**src/rtl/bag_pkg.sv**
```systemverilog
package bag_pkg;
  typedef enum logic [1:0] {
    BK_FIXED = 2'b00,
    BK_INCR  = 2'b01,
    BK_WRAP  = 2'b10,
    BK_RSVD  = 2'b11
  } burst_kind_e;

  // log2 of the page that an incrementing burst must stay inside
  localparam int PAGE_LOG2 = 12;
endpackage

```
**src/rtl/bag_param_check.sv**
```systemverilog
module bag_param_check
  import bag_pkg::*;
#(
  parameter int ADDR_W = 32,
  parameter int LEN_W  = 8,
  parameter int SIZE_W = 3,
  localparam int SPAN_W = LEN_W + (1 << SIZE_W)
) (
  input  logic [ADDR_W-1:0] start_addr,
  input  logic [LEN_W-1:0]  len,
  input  logic [SIZE_W-1:0] size,
  input  logic [1:0]        kind,
  output logic              legal,
  output logic [SPAN_W-1:0] wrap_mask
);
  logic [SPAN_W-1:0] beats;
  logic [SPAN_W-1:0] span;
  logic [SPAN_W:0]   end_off;
  logic              crosses_page;
  logic              wrap_len_ok;

  always_comb begin
    beats        = SPAN_W'(len) + SPAN_W'(1);
    span         = beats << size;
    wrap_mask    = span - SPAN_W'(1);
    end_off      = (SPAN_W+1)'(start_addr[PAGE_LOG2-1:0]) + (SPAN_W+1)'(span);
    crosses_page = end_off > (SPAN_W+1)'(1 << PAGE_LOG2);
    wrap_len_ok  = (len == LEN_W'(1)) || (len == LEN_W'(3)) ||
                   (len == LEN_W'(7)) || (len == LEN_W'(15));
    case (burst_kind_e'(kind))
      BK_FIXED: legal = 1'b1;
      BK_INCR:  legal = !crosses_page;
      BK_WRAP:  legal = wrap_len_ok;
      default:  legal = 1'b0;
    endcase
  end
endmodule

```
**src/rtl/bag_next_addr.sv**
```systemverilog
module bag_next_addr
  import bag_pkg::*;
#(
  parameter int ADDR_W = 32,
  parameter int SPAN_W = 16,
  parameter int SIZE_W = 3
) (
  input  logic [ADDR_W-1:0] cur_addr,
  input  logic [SIZE_W-1:0] size,
  input  logic [1:0]        kind,
  input  logic [SPAN_W-1:0] wrap_mask,
  output logic [ADDR_W-1:0] next_addr
);
  logic [ADDR_W-1:0] step;
  logic [ADDR_W-1:0] stepped;
  logic [ADDR_W-1:0] mask_a;

  always_comb begin
    step    = ADDR_W'(1) << size;
    stepped = cur_addr + step;
    mask_a  = ADDR_W'(wrap_mask);
    case (burst_kind_e'(kind))
      BK_INCR: next_addr = stepped;
      BK_WRAP: next_addr = (cur_addr & ~mask_a) | (stepped & mask_a);
      default: next_addr = cur_addr;
    endcase
  end
endmodule

```
**src/rtl/bag_beat_ctr.sv**
```systemverilog
module bag_beat_ctr #(
  parameter int LEN_W = 8
) (
  input  logic             clk,
  input  logic             rst,
  input  logic             load,
  input  logic             start_ok,
  input  logic             advance,
  input  logic [LEN_W-1:0] len,
  output logic [LEN_W-1:0] beat,
  output logic             last,
  output logic             active
);
  logic [LEN_W-1:0] len_q;

  always_ff @(posedge clk) begin
    if (rst) begin
      beat   <= '0;
      len_q  <= '0;
      last   <= 1'b0;
      active <= 1'b0;
    end else if (load) begin
      beat   <= '0;
      len_q  <= len;
      active <= start_ok;
      last   <= start_ok && (len == '0);
    end else if (active && advance) begin
      if (last) begin
        active <= 1'b0;
        last   <= 1'b0;
      end else begin
        beat <= beat + LEN_W'(1);
        last <= (beat + LEN_W'(1)) == len_q;
      end
    end
  end
endmodule

```
**src/rtl/burst_addr_gen.sv**
```systemverilog
module burst_addr_gen
  import bag_pkg::*;
#(
  parameter int ADDR_W = 32,
  parameter int LEN_W  = 8,
  parameter int SIZE_W = 3
) (
  input  logic              clk,
  input  logic              rst,
  input  logic              load_i,
  input  logic              advance_i,
  input  logic [ADDR_W-1:0] start_addr_i,
  input  logic [LEN_W-1:0]  len_i,
  input  logic [SIZE_W-1:0] size_i,
  input  logic [1:0]        kind_i,
  output logic [ADDR_W-1:0] addr_o,
  output logic [LEN_W-1:0]  beat_o,
  output logic              last_o,
  output logic              active_o,
  output logic              err_o
);
  localparam int SPAN_W = LEN_W + (1 << SIZE_W);

  logic              legal;
  logic [SPAN_W-1:0] mask_new;
  logic [SPAN_W-1:0] mask_q;
  logic [1:0]        kind_q;
  logic [SIZE_W-1:0] size_q;
  logic [ADDR_W-1:0] next_addr;

  bag_param_check #(.ADDR_W(ADDR_W), .LEN_W(LEN_W), .SIZE_W(SIZE_W)) u_check (
    .start_addr(start_addr_i),
    .len       (len_i),
    .size      (size_i),
    .kind      (kind_i),
    .legal     (legal),
    .wrap_mask (mask_new)
  );

  bag_next_addr #(.ADDR_W(ADDR_W), .SPAN_W(SPAN_W), .SIZE_W(SIZE_W)) u_next (
    .cur_addr (addr_o),
    .size     (size_q),
    .kind     (kind_q),
    .wrap_mask(mask_q),
    .next_addr(next_addr)
  );

  bag_beat_ctr #(.LEN_W(LEN_W)) u_ctr (
    .clk     (clk),
    .rst     (rst),
    .load    (load_i),
    .start_ok(legal),
    .advance (advance_i),
    .len     (len_i),
    .beat    (beat_o),
    .last    (last_o),
    .active  (active_o)
  );

  always_ff @(posedge clk) begin
    if (rst) begin
      addr_o <= '0;
      kind_q <= '0;
      size_q <= '0;
      mask_q <= '0;
      err_o  <= 1'b0;
    end else if (load_i) begin
      addr_o <= start_addr_i;
      kind_q <= kind_i;
      size_q <= size_i;
      mask_q <= mask_new;
      err_o  <= !legal;
    end else if (active_o && advance_i && !last_o) begin
      addr_o <= next_addr;
    end
  end
endmodule

```
**config.mk**
```make
export PLATFORM = sky130hd
export DESIGN_NAME = burst_addr_gen
export DESIGN_NICKNAME = d
export VERILOG_FILES = /design/src/rtl/bag_pkg.sv /design/src/rtl/bag_param_check.sv /design/src/rtl/bag_next_addr.sv /design/src/rtl/bag_beat_ctr.sv /design/src/rtl/burst_addr_gen.sv
export SDC_FILE = /design/constraint.sdc
export NUM_CORES = 1
export LEC_CHECK = 0
export BUFFER_PORTS_ARGS = -buffer_cell sky130_fd_sc_hd__buf_2
export CORE_ASPECT_RATIO = 1.5
export CORE_MARGIN = 5
export CORE_UTILIZATION = 44
export CTS_BUF_LIST = sky130_fd_sc_hd__clkbuf_16
export CTS_CLUSTER_DIAMETER = 120
export DETAILED_ROUTE_END_ITERATION = 12
export GPL_ROUTABILITY_DRIVEN = 0
export GPL_TIMING_DRIVEN = 0
export PLACE_DENSITY = 0.67
export SYNTH_ARGS = -nofsm -noshare
export SYNTH_HDL_FRONTEND = slang
export SYNTH_HIERARCHICAL = 1
export SYNTH_SLANG_ARGS = --single-unit
```
**constraint.sdc**
```tcl
create_clock -name clk -period 8.3 [get_ports clk]
set_input_delay 0.415 -clock clk [delete_from_list [all_inputs] [get_ports clk]]
set_output_delay 0.415 -clock clk [all_outputs]
set_load 0.01 [all_outputs]
```
==> Yosys cells after proc, flatten, opt, wreduce, memory -nomap -nowiden <==
Cells that the tools add are included.
{ "word_totals": {"reg_bits": 72, "latch_bits": 0, "ramBits": 0, "rom_bits": 0, "inputBits": 49, "out_inout_bits": 43, "elab_cells": 60, "n_memories": 0} }
{ "classes": {"add_sub_neg": 5, "multipliers": 0, "div_mod_pow": 0, "n_lt_le_gt_ge": 1, "eq_ne": 9, "n_shift": 2, "n_mux": 10, "n_bitwise": 5, "n_reduce_logical": 19} }
{ "ops": {"columns": ["op", "count"], "rows": [
  ["two-way mux 32 bit", 2],
  ["case mux 32 bit (2 select lines)", 1],
  ["adder 32 bit", 1],
  ["AND 32 x 16 -> 32 bit", 1],
  ["AND 32 bit", 1],
  ["inverter 16 -> 32 bit", 1],
  ["OR 32 bit", 1],
  ["left shift 1 x 3 -> 32 bit (first input constant)", 1],
  ["adder 12 x 16 -> 17 bit", 1],
  ["greater-than comparator 17 x 13 -> 1 bit (second input constant)", 1],
  ["left shift 16 x 3 -> 16 bit", 1],
  ["subtractor 16 x 1 -> 16 bit (second input constant)", 1],
  ["adder 8 x 1 -> 9 bit (second input constant)", 1],
  ["adder 8 x 1 -> 8 bit (second input constant)", 1],
  ["== test 8 x 1 -> 1 bit (second input constant)", 1],
  ["== test 8 x 2 -> 1 bit (second input constant)", 1],
  ["== test 8 x 3 -> 1 bit (second input constant)", 1],
  ["== test 8 x 4 -> 1 bit (second input constant)", 1],
  ["== test 8 bit", 1],
  ["logical NOT 8 bit", 1],
  ["two-way mux 1 bit", 6],
  ["AND reduction 2 bit", 3],
  ["nonzero test 2 bit", 3],
  ["== test 2 x 1 -> 1 bit (second input constant)", 2],
  ["9 further kinds", 16]
]} }

==> Longest topological paths before layout <==
Gate-level depths: netlist of the first run.
{ "depth": {"ltp_word": 8, "ltp_mapped": 22} }

==> Cells and area by module <==
The synthesis of the first run kept the hierarchy.
{ "by_module_without_submodules": {"columns": ["module", "instances", "cells_per_inst", "area_each_um2", "seq_area_each_um2"], "rows": [
  ["burst_addr_gen", 1, 254, 2871.5, 1081.0],
  ["bag_param_check", 1, 290, 1978.1, 0.0],
  ["bag_next_addr", 1, 265, 1640.3, 0.0],
  ["bag_beat_ctr", 1, 122, 1042.2, 360.3]
]} }

==> Worst setup path before layout of the first run <==
OpenSTA, ideal clock, no wires.
{ "synth_timing": {"path_type": "input port to flip-flop", "start": "input len_i[1]", "end": "register u_ctr.last", "arrival_time_ns": 4.087, "required_ns": 8.226, "slack_ns": 4.139, "stages": 20, "path_buffers": 0, "path_cell_list": "inv_1 > ha_1 > and2_1 > a2111oi_2 > a21oi_1 > mux2i_1 > ha_1 > nor2b_1 > a2111oi_0 > o221ai_1 > a2111oi_0 > o2111ai_1 > nor4_1 > nand4_1 > a32oi_1 > nor4b_1 > nand3_1 > nand3_1 > nor3b_1 > a31oi_1"} }
{ "synth_between": {"elab_chain_len": 8, "elab_cells_between_ends": 16, "cone_classes": "add/sub: 2; order compare: 1; eq/ne: 4; shift: 1; mux: 2; reduce/logical: 6"} }
{ "synth_lines": {"columns": ["item", "line_no", "text"], "rows": [
  ["start, declared", "burst_addr_gen.sv:13", "input logic [LEN_W-1:0] len_i,"],
  ["adder 8 x 1 -> 9 bit", "bag_param_check.sv:23", "beats = SPAN_W'(len) + SPAN_W'(1);"],
  ["left shift 16 x 3 -> 16 bit", "bag_param_check.sv:24", "span = beats << size;"],
  ["adder 12 x 16 -> 17 bit", "bag_param_check.sv:26", "end_off = (SPAN_W+1)'(start_addr[PAGE_LOG2-1:0]) + (SPAN_W+1)'(span);"],
  ["greater-than comparator 17 x 13 -> 1 bit", "bag_param_check.sv:27", "crosses_page = end_off > (SPAN_W+1)'(1 << PAGE_LOG2);"],
  ["logical NOT 1 bit", "bag_param_check.sv:32", "BK_INCR: legal = !crosses_page;"],
  ["case mux 1 bit (3 select lines) *", "bag_param_check.sv:30", "case (burst_kind_e'(kind))"],
  ["via legal", "burst_addr_gen.sv:24", "logic legal;"],
  ["logical AND 1 bit *", "bag_beat_ctr.sv:26", "last <= start_ok && (len == '0);"],
  ["two-way mux 1 bit *", "bag_beat_ctr.sv:22", "end else if (load) begin"],
  ["end signal, assigned", "bag_beat_ctr.sv:26", null],
  ["end signal, assigned", "bag_beat_ctr.sv:33", "last <= (beat + LEN_W'(1)) == len_q;"],
  ["end, declared", "bag_beat_ctr.sv:11", "output logic last,"]
]} }
The timed path passes the listed nets; every way through them passes the cells marked *.
A chain may end at the register's enable or synchronous reset.

==> Worst setup path in the final report of the first run <==
Same ends and word-level chain as after synthesis.

==> metrics.md, run 1 <==
| Metric | Value |
|---|---|
| TritonCTS clock tree | yes |
| Hold Startpoint | len_i[6] |
| Final wirelength | 23,600 µm |
| Clock Path Buffers | 2 |
| Synth-to-layout area growth | 13.3% |
| Avg Synthesized Cell Area | 8.09 µm² |
| Filler cell count | 1,671 |
| Hold WC Path Type | input port to flip-flop |
| Synth top area share | 19.1% |
| Status | complete, no violations |
| Synthesized area | 7530 µm² |
| Flop2flop setup slack | 4.75 ns |
| Setup TNS | 0 ns |
| Crit-path cells | buf_2, ha_1, buf_6, nand3_1, a21oi_1, a2bb2oi_1, a21oi_1, o21ai_0, ha_1, a2111oi_0, o221ai_1, a2111oi_0, o2111ai_1, nor4_1, nand4_1, a32oi_1, nor4b_1, nand3_1, nand3_1, nor3b_1, a31oi_1 |
| Setup bufs post-CTS | 0 |
| Initial Utilization | 44.7% |
| Site row count | 58 |
| # DRC | 0 |
| Vias in the first global route | 7,422 |
| RSZ-0062 raised after global routing | false |
| Final worst-path cycle share | 65.0% |
| Post-CTS Resized | 0 |
| Prevailing post-synth register cell | dfxtp_1 |
| Top cells by count, synth | nor2_1 (125), dfxtp_1 (72), nand2_1 (69), a21oi_1 (55), mux2i_1 (36) |
| Clk_skew | 0.00938 ns |
| # port buffers | 91 |
| PD cells | 139 nW/µm² |
| Tot GR Track Use | 23.6% |
| Final ANT Viol Nets | 0 |
| Multi-input logic area | 5520 µm² |
| Critical R2R Launch | size_q[1]$_SDFFE_PP0P_ |
| CTS Buf Count | 9 |
| Largest fanout on the critical path | 11 |
| Synth unique cells | 93 |
| Req. time, crit path | 8.58 ns |
| Drt pass-1 iters | 6 |
| Yosys top cell by area | dfxtp_1 |
| Most frequent CP cell | nand3_1 |
| Final net count | 1,111 |
| Fin crit period | 5.39 ns |
| Top-count cell post-synth | nor2_1 |
| Ant. Diodes | 0 |
| Slowest stage delay, CP | 0.58 ns |
| Max_cap viols | 0 |
| Largest net degree at the start of global routing | 16 |
| Crit end category | flip-flop |
| Die ar. | 19,900 µm² |
| Synth area leaders | dfxtp_1 (19%), nor2_1 (6.2%), mux2_4 (6.2%), a211oi_2 (5.1%), mux2i_1 (4.8%) |
| Worst EP arrival | 5.67 ns |
| WL/cell | 18.9 µm |
| Worst Tran Pin Value | 0.788 ns |
| Die Y | 170 µm |
| Reg area | 1440 µm² |
| Core area | 16,800 µm² |
| Synth warnings | 6 |
| First-pass GRT wire length | 37,600 µm |
| Cells after Synth | 931 |
| Clk sink count | 72 |
| H-tree depth | 3 |
| Drt initial violations | 437 |
| Initial antenna violation count | 0 |
| Sequential share of the synthesized area | 19.1% |
| Worst setup SP type | input port |
| Total grt overflow | 0 |
| Fraction of layout cells with a size suffix above 1 | 27.5% |
| Leak Pwr | 3.52 nW |
| Via count | 7,574 |
| # hold bufs at CTS | 0 |
| Ys async rst share | 0% |
| Clk slew on worst S/H paths | 0.07 ns |
| Slowest cell on crit path | o21ai_0 |
| Die Wd | 117 µm |
| Post-synthesis net count | 1,009 |
| Placed inst area | 8250 µm² |
| Final slew viol count | 0 |
| Final hold violation count | 0 |
| RR Endpoint | addr_o[26]$_SDFFE_PP0P_ |
| Yosys reg bits | 72 |
| Fmax | 0.185 GHz |
| Clock tree root buffer cell | clkbuf_16 |
| Final setup viols | 0 |
| Final HPWL from detailed placement | 18,500 µm |
| I/O pins | 92 |
| Post-route cell area | 8540 µm² |
| Worst vdd ir | 105 µV |
| WS Path Type | input port to flip-flop |
| Worst Hold End | u_ctr/len_q[6]$_SDFFE_PP0P_ |
| Hold Path Stages | 3 |
| Slew headroom | 47.5% |
| EDFF count, synth | 0 |
| Vias per cell | 6.07 |
| Clock Latency Late Sink | 0.35 ns |
| FF-to-FF path depth | 13 |
worst max-delay path by stage:
stage	startpoint	end	slack [ns]	cells past startpoint
2_1_floorplan	len_i[1]	u_ctr/last$_SDFFE_PP0P_	4.14	20
3_3_place_gp	len_i[1]	u_ctr/last$_SDFFE_PP0P_	2.68	22
3_5_place_dp	len_i[1]	u_ctr/last$_SDFFE_PP0P_	2.58	22
4_1_cts	len_i[1]	u_ctr/last$_SDFFE_PP0P_	2.95	21
5_1_grt	len_i[1]	u_ctr/last$_SDFFE_PP0P_	2.49	21
6_report	len_i[1]	u_ctr/last$_SDFFE_PP0P_	2.91	21
critical path, delay by kind of cell:
kind / cells / cell delay [ns]
fa+ha+maj: 2 / 0.65
simple gates: 7 / 1.17
compound gates: 10 / 3.06
buf+inv: 2 / 0.36
state kept, by name, summed over array words and instances (netlist names):
register / count
size_q: 3
kind_q: 2
u_ctr/active: 1
u_ctr/len_q: 8
u_ctr/last: 1
u_ctr/beat: 8
err_o: 1
mask_q: 16
addr_o: 32
per-layer routing:
layer  vias to the layer above  global-route usage, %  part of all wire [%]
li1                       3655                      -                     -
met1                      3601                   25.7                    38
met2                       244                   43.9                    53
met3                        74                   2.42                   4.1
met4                         0                   12.5                   5.0
met5                         -                      0                     0
area by class of cell:
type,count,area share [%]
multi-input combinational,759,64.7
sequential,72,16.9
timing repair buffer,91,5.33
buffer,64,5.09
tap,210,3.08
clock buffer,9,2.64
inverter,36,1.58
clock inverter,7,0.718
metrics by stage:
step                instances  utilization [%]  worst slack, ns  power [W]  hold WS, ns
global route             1248             50.7             2.49    0.00125        0.351
CTS                      1248             50.7             2.95    0.00120        0.342
detailed placement       1232             49.0             2.58   0.000807        0.470
global placement         1232             49.0             2.68   0.000801        0.469
finish                   1248             50.7             2.91    0.00119        0.356
floorplan                 931                -             4.14   0.000695        0.460
power breakdown:
part	switching (W)	leakage (nW)	internal, W
Sequential	0.0000340	0.593	0.000370
Clock	0.000176	0.135	0.000209
Combinational	0.000226	2.80	0.000174
Total	0.000436	3.52	0.000753
cells in the final DEF (no fill, tap or decap), types with 6 or more instances in the layout:
cell type,n
nor3_1,19
and3_1,12
clkbuf_1,19
clkbuf_16,9
nand2_1,69
nor3b_1,6
a221o_1,7
mux2_4,31
xor2_1,15
a311oi_1,6
a21oi_2,31
buf_6,10
nand2b_1,12
nor4_1,7
o211ai_1,11
ha_1,27
o21a_1,7
mux2i_1,36
dfxtp_1,72
nor2_1,125
xnor2_1,17
a31o_2,6
buf_4,13
and2_1,11
a211oi_1,14
a31oi_1,9
mux2_2,7
nor2b_1,8
a211oi_2,31
inv_1,32
a21o_1,9
o21ai_0,34
nand3_1,19
nand4_1,15
a21oi_1,55
buf_2,107
cells by family (layout without fill, tap and decap cells):
logic type	count (synthesis)	in the layout	share of synthesized area, %
xor+xnor	32	32	3.72
fa+ha+maj	29	29	5.02
flops	72	72	19.1
simple gates	348	348	23.7
buf+inv	100	207	7.56
compound gates	276	276	28.9
mux	74	74	12.0
(Power assumes the default switching activity.)
==> inputs of run 2 (changes only) <==
PLACE_DENSITY = 0.7   (was 0.67)
clock period = 4.5 ns   (was 8.3 ns; I/O delays follow)
==> run 2 against run 1 <==
  * Combinational power rose by 99%
  * Sequential power rose by 84%
  * Critical path type unchanged
  * Sequential cell count did not move
==> metrics.md, run 2 (synthesis gave the netlist of run 1 again) <==
| Metric | Value |
|---|---|
| Status | complete, no violations (unchanged) |
| Drt initial violations | 649 (was 437) |
| Largest register FFs | 32 (unchanged) |
| I/O pins | 92 (unchanged) |
| Final hold slack | 0.155 ns (was 0.356 ns) |
| Largest net degree at the start of global routing | 15 (was 16) |
| Worst vdd ir | 188 µV (was 105 µV) |
| Clk slew on worst S/H paths | 0.07 ns (about the same) |
| Total power after layout | 0.00229 W (was 0.00119 W) |
| Site row count | 58 (unchanged) |
| Fin crit period | 4.27 ns |
| Switching Share | 35.9% (was 36.7%) |
| Leak Pwr | 3.60 nW (was 3.52 nW) |
| Comb power frac | 34.7% (was 33.6%) |
| Slowest cell on crit path | a2111oi_4 (was o21ai_0) |
| Worst EP arrival | 4.55 ns (was 5.67 ns) |
| CTS Buf Count | 9 (unchanged) |
| Switching power | 0.000823 W (was 0.000436 W) |
| Final hold violation count | 0 (unchanged) |
| # hold bufs at CTS | 0 (unchanged) |
| Most frequent CP cell | a2111oi_4 (was nand3_1) |
| Hold WC Path Type | input port to flip-flop (unchanged) |
| WL/cell | 19.0 µm (was 18.9 µm) |
| Max_cap viols | 0 (unchanged) |
| Flop2flop setup slack | 1.02 ns (was 4.75 ns) |
| Clock Path Buffers | 2 (unchanged) |
| Vias per cell | 6.06 (was 6.07) |
| Via count | 7,603 (was 7,574) |
| Final net count | 1,117 (was 1,111) |
| Initial antenna violation count | 0 (unchanged) |
| Die Y | 170 µm (unchanged) |
| CP top delay family | compound AO/OA/AOI/OAI gates (unchanged) |
| Final slew viol count | 0 (unchanged) |
| Core area | 16,800 µm² (unchanged) |
| Synth-to-layout area growth | 17.5% (was 13.3%) |
| Internal power | 0.00147 W (was 0.000753 W) |
| Clock power frac | 32.8% (was 32.4%) |
| PD cells | 259 nW/µm² (was 139 nW/µm²) |
| FF-to-FF path depth | 13 (unchanged) |
| Ant. Diodes | 0 (unchanged) |
| Slew headroom | 48.0% (was 47.5%) |
| Clock Latency Late Sink | 0.35 ns (about the same) |
| Slowest stage delay, CP | 0.44 ns (was 0.58 ns) |
| # DRC | 0 (unchanged) |
| CP Buf/Inv Count | 2 (unchanged) |
| Final wirelength | 23,800 µm (was 23,600 µm) |
| Crit end category | flip-flop (unchanged) |
| WS Path Type | input port to flip-flop (unchanged) |
| Total grt overflow | 0 (unchanged) |
| Worst Hold End | u_ctr/len_q[6]$_SDFFE_PP0P_ (unchanged) |
| Vias in the first global route | 7,381 (was 7,422) |
| Worst Tran Pin Value | 0.779 ns (was 0.788 ns) |
| Tot GR Track Use | 23.9% (was 23.6%) |
| Final ANT Viol Nets | 0 (unchanged) |
| Final HPWL from detailed placement | 18,200 µm (was 18,500 µm) |
| Hold Path Stages | 3 (unchanged) |
| Post-route cell area | 8850 µm² (was 8540 µm²) |
| First-pass GRT wire length | 38,100 µm (was 37,600 µm) |
| Die Wd | 117 µm (unchanged) |
| Most frequent cells in the layout | nor2_1 (125), buf_2 (106), dfxtp_1 (72) (was nor2_1 (125), buf_2 (107), dfxtp_1 (72)) |
| Reg with most FFs | addr_o (unchanged) |
| # port buffers | 91 (unchanged) |
| Hold Startpoint | len_i[6] (unchanged) |
| TritonCTS clock tree | yes (unchanged) |
| Req. time, crit path | 4.78 ns (was 8.58 ns) |
| Critical R2R Launch | size_q[1]$_SDFFE_PP0P_ (unchanged) |
| Die ar. | 19,900 µm² (unchanged) |
| Placed inst area | 8250 µm² (unchanged) |
| Seq pwr share | 32.5% (was 34.0%) |
| Clock tree root buffer cell | clkbuf_16 (unchanged) |
| Commonest non-fill, non-tap cell in the layout | nor2_1 (unchanged) |
| Clk_skew | 0.00985 ns (was 0.00938 ns) |
| Final worst-path cycle share | 94.8% |
| Clk sink count | 72 (unchanged) |
| Final setup viols | 0 (unchanged) |
| Biggest regs | addr_o: 32 flops, mask_q: 16 flops (unchanged) |
| Drt pass-1 iters | 5 (was 6) |
| Fraction of layout cells with a size suffix above 1 | 30.6% (was 27.5%) |
| H-tree depth | 3 (unchanged) |
| RR Endpoint | addr_o[26]$_SDFFE_PP0P_ (unchanged) |
| Crit-path cells | clkbuf_4, inv_1, ha_2, and2_1, a2111oi_4, a21oi_2, nor2_1, ha_1, or2_2, a211oi_1, a21oi_1, a2111oi_4, o2111ai_2, nor4_2, nand4_1, a32oi_4, nor4b_4, nand3_2, nand3_1, nor3b_1, a31oi_1 (was buf_2, ha_1, buf_6, nand3_1, a21oi_1, a2bb2oi_1, a21oi_1, o21ai_0, ha_1, a2111oi_0, o221ai_1, a2111oi_0, o2111ai_1, nor4_1, nand4_1, a32oi_1, nor4b_1, nand3_1, nand3_1, nor3b_1, a31oi_1) |
| Fmax | 0.234 GHz |
| Initial Utilization | 44.7% (unchanged) |
| Filler cell count | 1,634 (was 1,671) |
| Largest fanout on the critical path | 11 (unchanged) |
| Worst setup SP type | input port (unchanged) |
run 2: how the worst max path moves through the flow:
stage	startpoint	to	cells after the start
floorplan	len_i[1]	u_ctr/last$_SDFFE_PP0P_	20
global placement	len_i[1]	u_ctr/last$_SDFFE_PP0P_	21
detailed placement	len_i[1]	u_ctr/last$_SDFFE_PP0P_	21
CTS	len_i[1]	u_ctr/last$_SDFFE_PP0P_	22
global route	len_i[1]	u_ctr/last$_SDFFE_PP0P_	21
finish	len_i[1]	u_ctr/last$_SDFFE_PP0P_	21
run 2: per-layer routing:
metal | wire (µm) | global-route usage [%]
met1 | 9020 | 26.5
met2 | 12300 | 43.1
met3 | 1290 | 3.45
met4 | 1150 | 12.9
met5 | 0 | 0
run 2: per-stage QoR:
step	setup WS, ns	utilization [%]	TNS (ns)	cells
floorplan	0.529	-	0	931
global placement	-0.881	49.0	-1.67	1232
detailed placement	-0.901	49.0	-1.67	1232
CTS	0.0140	51.2	0	1251
global route	-0.0235	52.5	-0.0235	1254
finish	0.234	52.5	0	1254
run 2: repair_timing:
| action | 4_1_cts | 5_1_grt |
|---|---|---|
| pin swaps | 3 | 9 |
| endpoints found under the setup margin | 3 | 3 |
| setup buffers | 3 | 4 |
| gates resized for setup | 8 | 34 |
run 2: power by group through the flow:
stage               registers, W  clock network, W  logic, W
floorplan               0.000752                 0  0.000530
global placement        0.000757                 0  0.000717
global route            0.000754          0.000799  0.000866
detailed placement      0.000759                 0  0.000728
CTS                     0.000745          0.000763  0.000745
finish                  0.000745          0.000751  0.000795
run 2: layout make-up:
class | instances | area [µm²] | area share [%]
multi-input combinational | 759 | 5760 | 65.1
clock buffer | 9 | 225 | 2.55
timing repair buffer | 98 | 510 | 5.77
buffer | 63 | 430 | 4.86
tap | 210 | 263 | 2.97
inverter | 36 | 135 | 1.53
sequential | 72 | 1440 | 16.3
clock inverter | 7 | 80.1 | 0.905
run 2: tightest hold or removal path, stage by stage:
cell     delay (ns)
buf_2          0.10
mux2i_1        0.07
nor2_1         0.07
